===== src/rtl/wzc_irq_pkg.sv =====
package wzc_irq_pkg;
  localparam int G0_W = 6;
  localparam int G1_W = 3;
  localparam int DW   = 8;

  // group 0 bit positions
  localparam int B0_EP0_RX = 0;
  localparam int B0_EP0_TX = 1;
  localparam int B0_EP1_TX = 2;
  localparam int B0_EP2_TX = 3;
  localparam int B0_BRST   = 4;
  localparam int B0_SUSP   = 5;
  // group 1 bit positions
  localparam int B1_RSM    = 0;
  localparam int B1_KBD    = 1;
  localparam int B1_MS     = 2;

  typedef enum logic [2:0] {
    SEL_CLR0  = 3'd0,
    SEL_CLR1  = 3'd1,
    SEL_EN0   = 3'd2,
    SEL_EN1   = 3'd3,
    SEL_KMASK = 3'd4
  } reg_sel_e;
endpackage


===== src/rtl/irq_sync.sv =====
module irq_sync #(
  parameter int W       = 1,
  parameter int STAGES  = 2,
  parameter logic RST_V = 1'b1
) (
  input  logic         clk_i,
  input  logic         rst_ni,
  input  logic [W-1:0] d_i,
  output logic [W-1:0] q_o
);
  logic [W-1:0] stg_q [STAGES];

  generate
    for (genvar s = 0; s < STAGES; s++) begin : g_stg
      always_ff @(posedge clk_i or negedge rst_ni) begin
        if (!rst_ni) stg_q[s] <= {W{RST_V}};
        else if (s == 0) stg_q[s] <= d_i;
        else stg_q[s] <= stg_q[(s == 0) ? 0 : s-1];
      end
    end
  endgenerate

  assign q_o = stg_q[STAGES-1];
endmodule


===== src/rtl/irq_idle_timer.sv =====
module irq_idle_timer #(
  parameter int IDLE_CYCLES = 150000
) (
  input  logic clk_i,
  input  logic rst_ni,
  input  logic active_i,
  output logic evt_o
);
  localparam int CW = $clog2(IDLE_CYCLES + 1);
  localparam logic [CW-1:0] LIMIT = CW'(IDLE_CYCLES);
  localparam logic [CW-1:0] LAST  = CW'(IDLE_CYCLES - 1);

  logic [CW-1:0] cnt_q;

  always_ff @(posedge clk_i or negedge rst_ni) begin
    if (!rst_ni)              cnt_q <= '0;
    else if (active_i)        cnt_q <= '0;
    else if (cnt_q != LIMIT)  cnt_q <= cnt_q + 1'b1;  // saturate: one event per idle stretch
  end

  assign evt_o = !active_i && (cnt_q == LAST);

  initial begin
    if (IDLE_CYCLES < 2) $error("IDLE_CYCLES must be at least 2");
  end

  // a single idle stretch never yields back-to-back events
  a_r7_single_pulse: assert property (@(posedge clk_i) disable iff (!rst_ni)
    evt_o |=> !evt_o);
  // activity restarts the count, so no event right after it
  a_r7_restart: assert property (@(posedge clk_i) disable iff (!rst_ni)
    active_i |=> !evt_o);
endmodule


===== src/rtl/irq_wake_detect.sv =====
module irq_wake_detect #(
  parameter int KW = 8
) (
  input  logic          clk_i,
  input  logic          rst_ni,
  input  logic          mask_we_i,
  input  logic [KW-1:0] mask_d_i,
  input  logic [KW-1:0] ksi_s_i,
  input  logic          ms_s_i,
  output logic          kbd_evt_o,
  output logic          ms_evt_o
);
  logic [KW-1:0] mask_q;

  always_ff @(posedge clk_i or negedge rst_ni) begin
    if (!rst_ni)        mask_q <= '0;
    else if (mask_we_i) mask_q <= mask_d_i;
  end

  assign kbd_evt_o = |(~ksi_s_i & ~mask_q);
  assign ms_evt_o  = !ms_s_i;

  // fully masked scan inputs raise nothing
  a_r5_all_masked: assert property (@(posedge clk_i) disable iff (!rst_ni)
    (&mask_q) |-> !kbd_evt_o);
  // all inputs high raise nothing
  a_r5_idle_high: assert property (@(posedge clk_i) disable iff (!rst_ni)
    (&ksi_s_i) |-> !kbd_evt_o);
endmodule


===== src/rtl/irq_flag_group.sv =====
module irq_flag_group #(
  parameter int W = 6
) (
  input  logic         clk_i,
  input  logic         rst_ni,
  input  logic [W-1:0] set_i,
  input  logic         clr_we_i,
  input  logic         en_we_i,
  input  logic [W-1:0] wdata_i,
  output logic [W-1:0] flags_o,
  output logic         irq_no
);
  logic [W-1:0] flags_q, en_q, keep;

  assign keep = clr_we_i ? wdata_i : '1;

  always_ff @(posedge clk_i or negedge rst_ni) begin
    if (!rst_ni) flags_q <= '0;
    else         flags_q <= (flags_q & keep) | set_i;  // set wins over clear
  end

  always_ff @(posedge clk_i or negedge rst_ni) begin
    if (!rst_ni)      en_q <= '0;
    else if (en_we_i) en_q <= wdata_i;
  end

  assign flags_o = flags_q;
  assign irq_no  = ~|(flags_q & en_q);

  // zero bits clear flags that had no set event
  a_r1_zero_clears: assert property (@(posedge clk_i) disable iff (!rst_ni)
    clr_we_i |=> ((~$past(wdata_i) & ~$past(set_i) & flags_q) == '0));
  // one bits keep flags
  a_r1_one_keeps: assert property (@(posedge clk_i) disable iff (!rst_ni)
    clr_we_i |=> (($past(flags_q) & $past(wdata_i) & ~flags_q) == '0));
  // every set event lands, whatever the write did
  a_r4_set_wins: assert property (@(posedge clk_i) disable iff (!rst_ni)
    (|set_i) |=> (($past(set_i) & ~flags_q) == '0));
  // enabled event pulls the request low
  a_r2_irq_low: assert property (@(posedge clk_i) disable iff (!rst_ni)
    ((|(set_i & en_q)) && !en_we_i) |=> !irq_no);
  // no flag can be present without a prior event after reset
  a_r9_no_spurious: assert property (@(posedge clk_i) disable iff (!rst_ni)
    (set_i == '0 && flags_q == '0) |=> (flags_q == '0));
endmodule


===== src/rtl/wzc_irq_unit.sv =====
module wzc_irq_unit
  import wzc_irq_pkg::*;
#(
  parameter int KSI_W       = 8,
  parameter int SYNC_STAGES = 2,
  parameter int IDLE_CYCLES = 150000
) (
  input  logic             clk_i,
  input  logic             rst_ni,
  input  logic             wr_en_i,
  input  logic [2:0]       wr_sel_i,
  input  logic [DW-1:0]    wr_data_i,
  input  logic             ep0_rx_done_i,
  input  logic             ep0_tx_done_i,
  input  logic             ep1_tx_done_i,
  input  logic             ep2_tx_done_i,
  input  logic             bus_reset_i,
  input  logic             bus_active_i,
  input  logic             resume_sig_i,
  input  logic             suspended_i,
  input  logic [KSI_W-1:0] ksi_i,
  input  logic             ms_clk_i,
  output logic [G0_W-1:0]  flags0_o,
  output logic [G1_W-1:0]  flags1_o,
  output logic             irq0_no,
  output logic             irq1_no
);
  logic             we_clr0, we_clr1, we_en0, we_en1, we_mask;
  logic [KSI_W-1:0] ksi_s;
  logic             ms_s, kbd_evt, ms_evt, susp_evt, rsm_evt;
  logic [G0_W-1:0]  set0;
  logic [G1_W-1:0]  set1;

  assign we_clr0 = wr_en_i && (wr_sel_i == SEL_CLR0);
  assign we_clr1 = wr_en_i && (wr_sel_i == SEL_CLR1);
  assign we_en0  = wr_en_i && (wr_sel_i == SEL_EN0);
  assign we_en1  = wr_en_i && (wr_sel_i == SEL_EN1);
  assign we_mask = wr_en_i && (wr_sel_i == SEL_KMASK);

  irq_sync #(.W(KSI_W), .STAGES(SYNC_STAGES), .RST_V(1'b1)) u_ksi_sync (
    .clk_i, .rst_ni, .d_i(ksi_i), .q_o(ksi_s));

  irq_sync #(.W(1), .STAGES(SYNC_STAGES), .RST_V(1'b1)) u_ms_sync (
    .clk_i, .rst_ni, .d_i(ms_clk_i), .q_o(ms_s));

  irq_wake_detect #(.KW(KSI_W)) u_wake (
    .clk_i, .rst_ni,
    .mask_we_i(we_mask), .mask_d_i(wr_data_i[KSI_W-1:0]),
    .ksi_s_i(ksi_s), .ms_s_i(ms_s),
    .kbd_evt_o(kbd_evt), .ms_evt_o(ms_evt));

  irq_idle_timer #(.IDLE_CYCLES(IDLE_CYCLES)) u_idle (
    .clk_i, .rst_ni, .active_i(bus_active_i), .evt_o(susp_evt));

  assign rsm_evt = resume_sig_i && suspended_i;

  always_comb begin
    set0            = '0;
    set0[B0_EP0_RX] = ep0_rx_done_i;
    set0[B0_EP0_TX] = ep0_tx_done_i;
    set0[B0_EP1_TX] = ep1_tx_done_i;
    set0[B0_EP2_TX] = ep2_tx_done_i;
    set0[B0_BRST]   = bus_reset_i;
    set0[B0_SUSP]   = susp_evt;
    set1            = '0;
    set1[B1_RSM]    = rsm_evt;
    set1[B1_KBD]    = kbd_evt;
    set1[B1_MS]     = ms_evt;
  end

  irq_flag_group #(.W(G0_W)) u_grp0 (
    .clk_i, .rst_ni, .set_i(set0), .clr_we_i(we_clr0), .en_we_i(we_en0),
    .wdata_i(wr_data_i[G0_W-1:0]), .flags_o(flags0_o), .irq_no(irq0_no));

  irq_flag_group #(.W(G1_W)) u_grp1 (
    .clk_i, .rst_ni, .set_i(set1), .clr_we_i(we_clr1), .en_we_i(we_en1),
    .wdata_i(wr_data_i[G1_W-1:0]), .flags_o(flags1_o), .irq_no(irq1_no));

  // resume flag only rises after a resume seen while suspended
  a_r8_resume_gated: assert property (@(posedge clk_i) disable iff (!rst_ni)
    $rose(flags1_o[B1_RSM]) |-> $past(suspended_i && resume_sig_i));
  // unused selects leave group 0 flags untouched when no event
  a_r10_unused_sel: assert property (@(posedge clk_i) disable iff (!rst_ni)
    (wr_en_i && wr_sel_i > 3'd4 && set0 == '0) |=> $stable(flags0_o));
endmodule


===== config.mk =====
export PLATFORM = sky130hd
export DESIGN_NAME = wzc_irq_unit
export DESIGN_NICKNAME = d
export VERILOG_FILES = /design/src/rtl/wzc_irq_pkg.sv /design/src/rtl/irq_sync.sv /design/src/rtl/irq_idle_timer.sv /design/src/rtl/irq_wake_detect.sv /design/src/rtl/irq_flag_group.sv /design/src/rtl/wzc_irq_unit.sv
export SDC_FILE = /design/constraint.sdc
export NUM_CORES = 1
export LEC_CHECK = 0
export BUFFER_PORTS_ARGS = -buffer_cell sky130_fd_sc_hd__buf_2
export CAP_MARGIN = 20
export CORE_UTILIZATION = 53
export DETAILED_ROUTE_END_ITERATION = 16
export PLACE_DENSITY = 0.76
export SLEW_MARGIN = 10
export SYNTH_ARGS = -nofsm -noshare
export SYNTH_HDL_FRONTEND = slang
export SYNTH_SLANG_ARGS = --single-unit

===== constraint.sdc =====
create_clock -name clk_i -period 2 [get_ports clk_i]
set_input_delay 0.4 -clock clk_i [delete_from_list [all_inputs] [get_ports clk_i]]
set_output_delay 0.4 -clock clk_i [all_outputs]
set_load 0.01 [all_outputs]

* Yosys cells after proc, flatten, opt, wreduce, memory -nomap -nowiden
Cells that the tools add are included.
Widths: inputs -> output; s select.
** Storage, ports and cells
- Register bits :: 62
- Input bits :: 31
- Output and inout bits :: 11
- Word-level logic and storage cells :: 46
** Cells by class
- $add $sub $neg :: 1
- Equality and inequality tests :: 6
- Muxes and demuxes :: 4
- Bitwise operators :: 9
- Reductions and logical operators :: 16
** Operators by type and width (number)
- $mux 18 :: 2
- $add 18x1->18 const B :: 1
- $eq 18x18->1 const B :: 1
- $ne 18x18->1 const B :: 1
- $not 8->8 :: 2
- $and 6x6->6 :: 2
- $and 8x8->8 :: 1
- $reduce_or 8->1 :: 1
- $logic_and 1x1->1 :: 7
- $and 3x3->3 :: 2
- $eq 3x2->1 const B :: 2
- $mux 6 :: 1
- $or 6x6->6 :: 1
- $reduce_or 6->1 :: 1
- $logic_not 1->1 :: 4
- $eq 3x1->1 const B :: 1
- $eq 3x3->1 const B :: 1
- $logic_not 3->1 :: 1
- $mux 3 :: 1
- $or 3x3->3 :: 1
- $reduce_or 3->1 :: 1
- $reduce_bool 2->1 :: 1

* Logic depth before layout (Yosys ltp)
Gate-level depths: netlist (run 1).
- Depth after elaboration :: 5
- Gate-level depth with buffers :: 6
- Depth with buffers taken out :: 5

* Cells and area by module
From an unflattened synthesis (run 1), not the netlist that was laid out.
** Unflattened totals
- Cell total of the unflattened synthesis :: 215
- Area total of the unflattened synthesis :: 2696.3 µm²
** Modules (own cells, without submodules)
- irq_idle_timer :: times used 1, cells an instance 109, area an instance 1013.5 µm², seq. area each 450.4 µm²
- irq_flag_group at u_grp0 :: times used 1, cells an instance 35, area an instance 513.0 µm², seq. area each 300.3 µm²
- irq_sync at u_ksi_sync :: times used 1, cells an instance 24, area an instance 480.5 µm², seq. area each 420.4 µm²
- irq_wake_detect :: times used 1, cells an instance 23, area an instance 331.6 µm², seq. area each 200.2 µm²
- irq_flag_group at u_grp1 :: times used 1, cells an instance 16, area an instance 235.2 µm², seq. area each 150.1 µm²
- wzc_irq_unit :: times used 1, cells an instance 6, area an instance 70.1 µm², seq. area each 0.0 µm²
- irq_sync at u_ms_sync :: times used 1, cells an instance 2, area an instance 52.6 µm², seq. area each 52.6 µm²

* Least setup slack after synthesis (run 1)
No wires, ideal clock.
- Path type :: reg2reg
- Start :: reg u_idle.cnt_q[15]
- End :: reg u_idle.cnt_q[0]
- Setup time :: 125 ps
- Arrival :: 1624 ps
- Required time :: 1875 ps
- Path slack :: 251 ps
- Stages on the path, launching flop included :: 5
- Path buffers :: 0
- Clock period less this slack :: 1749 ps
- Cells stage by stage :: dfrtp_1 -> or4b_4 -> nor4_4 -> and4_4 -> mux2_4
** Between the ends
- Word-level cells in the longest chain between the ends :: 2
** Ends and longest elaborated chain
- from (decl) :: RTL line irq_idle_timer.sv:13 : logic [CW-1:0] cnt_q;
- from (signal assigned) :: RTL line irq_idle_timer.sv:18 : else if (cnt_q != LIMIT) cnt_q <= cnt_q + 1'b1;
- $ne 18x18->1 :: RTL line irq_idle_timer.sv:18
- $reduce_bool 2->1 (no source line)
Every way passes these cells.
A chain may end at the register's enable or synchronous reset.

* Worst setup path after layout (run 1)
- Start :: reg u_idle.cnt_q[12]
- End :: reg u_idle.cnt_q[0]
The elaborated chain is that of the path after synthesis.

==> impl_metrics.json, run 1 <==
{
  "wl_per_cell_um": 14.8,
  "cp-end-kind": "register",
  "path_buf_inv": 0,
  "r2r_end": "u_idle.cnt_q[0]",
  "path_delay_family": "simple AND/OR/NAND/NOR gates",
  "core.rowCount": 24,
  "holdCritStartpoint": "ksi_i[0]",
  "antenna_left": 0,
  "cts_num_sinks": 62,
  "grt_max_degree": 32,
  "path_cells": "or4b_4, nor4_4, and4_4, mux2_4",
  "wirelength_um": 4680,
  "die_area_um2": 5060,
  "synth-seq-cells": 62,
  "timing.hold.ws_ps": 147,
  "grt_usage_pct": 21.7,
  "asyncSetResetFlopFracSynth_pct": 100,
  "grt-ovfl-total": 0,
  "grt_pass1_vias": 1719,
  "dp.cells": 300,
  "core_region_area_um2": 4470,
  "grt_setup_unrepaired": "false",
  "fmaxAchievable_ghz": 0.551,
  "ir_worst_vdd_uv": 707,
  "syn_to_final_growth_pct": 18.6,
  "cts_setup_buffers": 0,
  "ios": 42,
  "syn_avg_cell_area_um2": 12.1,
  "crit_path_start_kind": "register",
  "initial_core_util_pct": 56.7,
  "post-dp-hpwl_um": 3300,
  "rr_worst_depth": 4,
  "drv_slew": 0,
  "cts_resized": 0,
  "final_common_cell": "dfrtp_1",
  "crit_type": "reg2reg",
  "via_per_inst": 5.54,
  "status": "finished clean",
  "period_share_pct": 90.8,
  "nNetsFinal": 293,
  "drv_cap": 0,
  "synth.distinct_cells": 35,
  "cp_data_required_time_ps": 2230,
  "path_max_fanout": 4,
  "diodes": 0,
  "fp.dieW_um": 71.2,
  "antenna_found_initial": 0,
  "drt-initial-drc-count": 104,
  "whs_path_depth": 1,
  "tightest_slew_ps": 515,
  "yosysSeqAreaShare_pct": 62.1,
  "setup_tns_ps": 0,
  "clock_latency_ps": 340,
  "yosys_warnings": 0,
  "finalSetupViolations": 0,
  "route.vias.total": 1757,
  "worstHoldEndpoint": "u_ksi_sync.stg_q[8]",
  "cts_buffers": 9,
  "p_leak_nw": 1.25,
  "cp.arrival_ps": 2040,
  "syn_area_um2": 2530,
  "finalPower_mw": 2.63,
  "ys.flop_type": "dfrtp_1",
  "clockBufferDepth": 2,
  "syn_nets": 242,
  "grt_first_pass_wirelength_um": 7960,
  "power_density_nw_per_um2": 875,
  "htreeDepth": 3,
  "synth_edf_count": 0,
  "reg2reg_slack_ps": 180,
  "cts_hold_buf": 1,
  "clk_pin_slew_worst_paths_ps": 70,
  "dr.pass1.iters": 8,
  "port_buffers": 41,
  "skew_ps": 5.34,
  "hp-class": "in2reg",
  "drive_above_1_share_pct": 38.1,
  "root_buffer": "clkbuf_8",
  "slew_headroom_pct": 65.3,
  "cp_slowest_cell": "or4b_4",
  "fillers": 332,
  "hold_viol": 0,
  "r2r-start": "u_idle.cnt_q[12]",
  "fin_cells": 317,
  "layout_common_cells": "dfrtp_1 (44), buf_2 (41), nor2_1 (21)",
  "syn_inst": 209,
  "cts_tree": "built",
  "min_period_ps": 1820,
  "gp_congestion": 0.834,
  "die_h_um": 71.2,
  "drc": 0,
  "cpPeakStageDelay_ps": 540
}
==> kinds of logic after synthesis <==
logic type | after synthesis | share of synthesized area, %
AO/OA/AOI/OAI | 24 | 5.63
XOR/XNOR | 9 | 3.11
adder cells (fa/ha/maj) | 2 | 0.987
buffers and inverters | 7 | 1.04
flip-flops | 62 | 62.1
multiplexers | 22 | 9.82
AND/OR/NAND/NOR | 83 | 17.3
==> stage by stage <==
stage	util, %	cell area [um2]	worst slack [ps]
2_1_floorplan	-	2530	251
3_3_place_gp	63.1	2820	213
3_5_place_dp	63.1	2820	189
4_1_cts	67.2	3010	180
5_1_grt	67.2	3010	89.1
6_report	67.2	3010	185
==> flip-flops by register name, indices dropped and copies added, names as in the netlist, 3 cells and up <==
signal and count:
u_grp1.en_q 3, u_grp1.flags_o 3, u_ksi_sync.q_o 8, u_idle.cnt_q 18, u_wake.mask_q 8, u_grp0.flags_o 6
u_grp0.en_q 6, u_ksi_sync.stg_q 8
==> cell type report <==
class | instances | area, um2 | share of cell area, %
sequential | 62 | 1570 | 52.4
tap | 52 | 65.1 | 2.16
clock buffer | 9 | 124 | 4.12
clock inverter | 7 | 50.0 | 1.67
timing repair buffer | 45 | 250 | 8.33
multi-input combinational | 140 | 935 | 31.1
inverter | 2 | 7.51 | 0.250
==> metal layers <==
layer	global-route usage [%]	routed length, um	vias to the layer above
li1	-	-	842
met1	28.2	2220	855
met2	31.1	2110	47
met3	7.83	209	13
met4	13.6	136	0
met5	0	0	-
==> worst max path at each step <==
stage                      start              end  slack, ps  depth (start not counted)
6_report        u_idle.cnt_q[12]  u_idle.cnt_q[0]        180                          4
2_1_floorplan   u_idle.cnt_q[15]  u_idle.cnt_q[0]        250                          4
5_1_grt        u_grp0.flags_o[5]          irq0_no         90                          4
3_5_place_dp    u_idle.cnt_q[15]  u_idle.cnt_q[0]        190                          4
3_3_place_gp    u_idle.cnt_q[12]  u_idle.cnt_q[0]        210                          4
4_1_cts         u_idle.cnt_q[12]  u_idle.cnt_q[0]        180                          4
==> synthesized netlist by cell type (all sizes together) (3+ instances only) <==
library cell   n  area [um2]
mux2          20         229
or3            3        18.8
nand4          3        18.8
clkbuf         5        18.8
dfrtp         44        1100
a21oi          3        15.0
nand3          8        40.0
nor3           4        20.0
nand2b         8        50.1
nor4           6        52.6
xnor2          7        61.3
dfstp         18         473
nor2          21        78.8
nor2b          3        18.8
o22ai          5        31.3
nand2         18        67.6
o21ai         11        55.1
==> where the power goes <==
group	internal, mW	leakage [nW]	switching (mW)	total [mW]
registers	1.37	0.728	0.0586	1.43
clock network	0.449	0.0816	0.517	0.967
logic	0.127	0.443	0.104	0.232
(Power assumes the default switching activity.)
==> run 2: changes to the inputs <==
--- a/config.mk
+++ b/config.mk
@@ -5,11 +5,12 @@
 export SDC_FILE = /design/constraint.sdc
 export NUM_CORES = 1
 export LEC_CHECK = 0
+export ABC_AREA = 1
 export BUFFER_PORTS_ARGS = -buffer_cell sky130_fd_sc_hd__buf_2
 export CAP_MARGIN = 20
 export CORE_UTILIZATION = 53
 export DETAILED_ROUTE_END_ITERATION = 16
-export PLACE_DENSITY = 0.76
+export PLACE_DENSITY = 0.75
 export SLEW_MARGIN = 10
 export SYNTH_ARGS = -nofsm -noshare
 export SYNTH_HDL_FRONTEND = slang
==> impl_metrics.json, run 2 <==
{
  "status": "finished clean",
  "r2r-start": "u_idle.cnt_q[0]",
  "crit_path_start_kind": "register",
  "syn_area_um2": 2690,
  "gp_congestion": 0.818,
  "cts_hold_buf": 0,
  "post-dp-hpwl_um": 3730,
  "dr.pass1.iters": 4,
  "r2r_end": "u_idle.cnt_q[16]",
  "setup_tns_ps": 0,
  "setup_slack_ps": 338,
  "internal_power_mw": 2.05,
  "switching_share_pct": 24.9,
  "drv_cap": 0,
  "power.switching_uw": 679,
  "asyncSetResetFlopFracSynth_pct": 100,
  "root_buffer": "clkbuf_8",
  "syn_inst": 299,
  "synthTopCellsByCount": "nand2_1 (67), dfrtp_1 (44), nor2_1 (37)",
  "antenna_left": 0,
  "cp-end-kind": "output pin",
  "cts_resized": 0,
  "fp.dieW_um": 73.2,
  "regMostFlops": "u_idle.cnt_q",
  "clock_latency_ps": 340,
  "layout_common_cells": "nand2_1 (67), dfrtp_1 (44), buf_2 (41)",
  "route.vias.total": 2082,
  "finish.utilization_pct": 66.5,
  "cts_num_sinks": 62,
  "syn_to_final_growth_pct": 18.5,
  "via_per_inst": 4.95,
  "final_common_cell": "nand2_1",
  "synth-seq-cells": 62,
  "synth_most_common_cell": "nand2_1",
  "skew_ps": 9.77,
  "syn_avg_cell_area_um2": 8.98,
  "ios": 42,
  "port_buffers": 41,
  "die_area_um2": 5360,
  "p_clk_share_pct": 39.6,
  "seq_power_share_pct": 51.9,
  "reg2reg_slack_ps": 590,
  "antenna_found_initial": 0,
  "cpPeakStageDelay_ps": 380,
  "cts_buffers": 9,
  "timing.hold.ws_ps": 35.6,
  "clockBufferDepth": 2,
  "drt-initial-drc-count": 114,
  "path_delay_family": "flip-flops",
  "grt_pass1_vias": 1877,
  "synth_edf_count": 0,
  "hold_viol": 0,
  "p_leak_nw": 1.47,
  "grt_first_pass_wirelength_um": 8450,
  "finalPower_mw": 2.73,
  "slew_headroom_pct": 64.7,
  "drv_slew": 0,
  "synth_top_area_share_pct": 41.0,
  "min_period_ps": 1660,
  "diodes": 0,
  "cts_setup_buffers": 0,
  "cp.arrival_ps": 1260,
  "period_share_pct": 83.1,
  "rr_worst_depth": 6,
  "drc": 0,
  "synth.distinct_cells": 26,
  "wirelength_um": 5220,
  "tightest_slew_ps": 529,
  "core.rowCount": 25,
  "grt-ovfl-total": 0,
  "finalSetupViolations": 0,
  "synthTopCellsByArea": "dfrtp_1 (41%), dfstp_2 (18%), nand2_1 (9.4%)",
  "htreeDepth": 3,
  "grt_max_degree": 23,
  "post-place-ws_ps": 500,
  "grt_usage_pct": 21.9,
  "yosysSeqAreaShare_pct": 58.6,
  "largest_register_ffs": 18,
  "fmaxAchievable_ghz": 0.602,
  "power_density_nw_per_um2": 856,
  "drive_above_1_share_pct": 26.6,
  "yosys_warnings": 0,
  "yosys.area.top_type": "dfrtp_1",
  "syn_nets": 332,
  "initial_core_util_pct": 56.1,
  "path_max_fanout": 2,
  "path_buf_inv": 1,
  "clk_pin_slew_worst_paths_ps": 70,
  "crit_type": "reg2out",
  "path_cells": "a22o_1, nor3_1, buf_2",
  "core_region_area_um2": 4790,
  "nNetsFinal": 382,
  "die_h_um": 73.2,
  "p_comb_share_pct": 8.5,
  "wl_per_cell_um": 12.4,
  "cp_slowest_cell": "dfrtp_1",
  "cp_data_required_time_ps": 1600,
  "grt_setup_unrepaired": "false",
  "cts_tree": "built",
  "ys.flop_type": "dfrtp_1",
  "ir_worst_vdd_uv": 603,
  "hp-class": "in2async"
}
-- run 2: cell types whose count changed after synthesis, sizes merged, moves of 6 or more --
| cell | change |
|---|---|
| inv | +33 |
| mux2 | -18 |
| nand2 | +52 |
| nand2b | -8 |
| nand3 | +9 |
| nand4 | +7 |
| nor2 | +22 |
| nor4 | -6 |
| o21ai | +22 |
| xnor2 | -6 |
-- run 2: cell type report --
cell class | count | area (um2)
fillers | 392 | 1600
flip-flops and latches | 62 | 1570
multi-input cells | 197 | 957
repair buffers | 44 | 240
inverters | 35 | 131
clock buffers | 9 | 124
well taps | 67 | 83.8
clock inverters | 7 | 73.8
-- run 2: power by group through the flow --
| stage | Combinational, mW | Clock (mW) | Sequential, mW |
|---|---|---|---|
| after floorplan | 0.132 | 0 | 1.42 |
| after global placement | 0.225 | 0 | 1.43 |
| after detailed placement | 0.233 | 0 | 1.43 |
| after CTS | 0.236 | 1.11 | 1.41 |
| after global routing | 0.267 | 1.17 | 1.43 |
| final | 0.232 | 1.08 | 1.41 |
-- run 2: worst max path at each step --
stage,end,startpoint,cells past startpoint,slack [ps]
5_1_grt,irq0_no,u_grp0.en_q[3],3,280
4_1_cts,irq0_no,u_grp0.en_q[4],3,320
2_1_floorplan,irq0_no,u_grp0.flags_o[4],2,680
3_5_place_dp,u_wake.mask_q[7],wr_sel_i[1],4,500
6_report,irq0_no,u_grp0.en_q[4],3,340
3_3_place_gp,u_wake.mask_q[7],wr_sel_i[1],4,490
-- run 2: worst reg2reg max path, stage by stage, from the launching register on --
cell and delay [ps]:
dfrtp_1 410, ha_1 220, nand3_2 160, nor3_2 270
nand3_1 120, nand2_1 80, nor2_1 40
-- run 2: logic make-up after synthesis --
kind of cell    after synthesis  share of synthesized area [%]
simple gates                146                           24.3
mux                           2                          0.838
compound gates               46                           9.27
flops                        62                           58.6
xor+xnor                      1                          0.326
buf+inv                      40                           5.78
fa+ha+maj                     2                          0.931
-- run 2: metal layers --
metal | wire [um] | track usage (%) | part of all wire, %
met5 | 0 | 0 | 0
met4 | 29 | 10.7 | 0.56
met3 | 238 | 7.46 | 4.6
met2 | 2370 | 31.6 | 45
met1 | 2590 | 29.7 | 50
-- run 2: stage by stage --
stage,instances,cell area [um2]
after CTS,421,3180
final,421,3180
after floorplan,299,2690
after detailed placement,405,2990
after global placement,405,2990
after global routing,421,3180
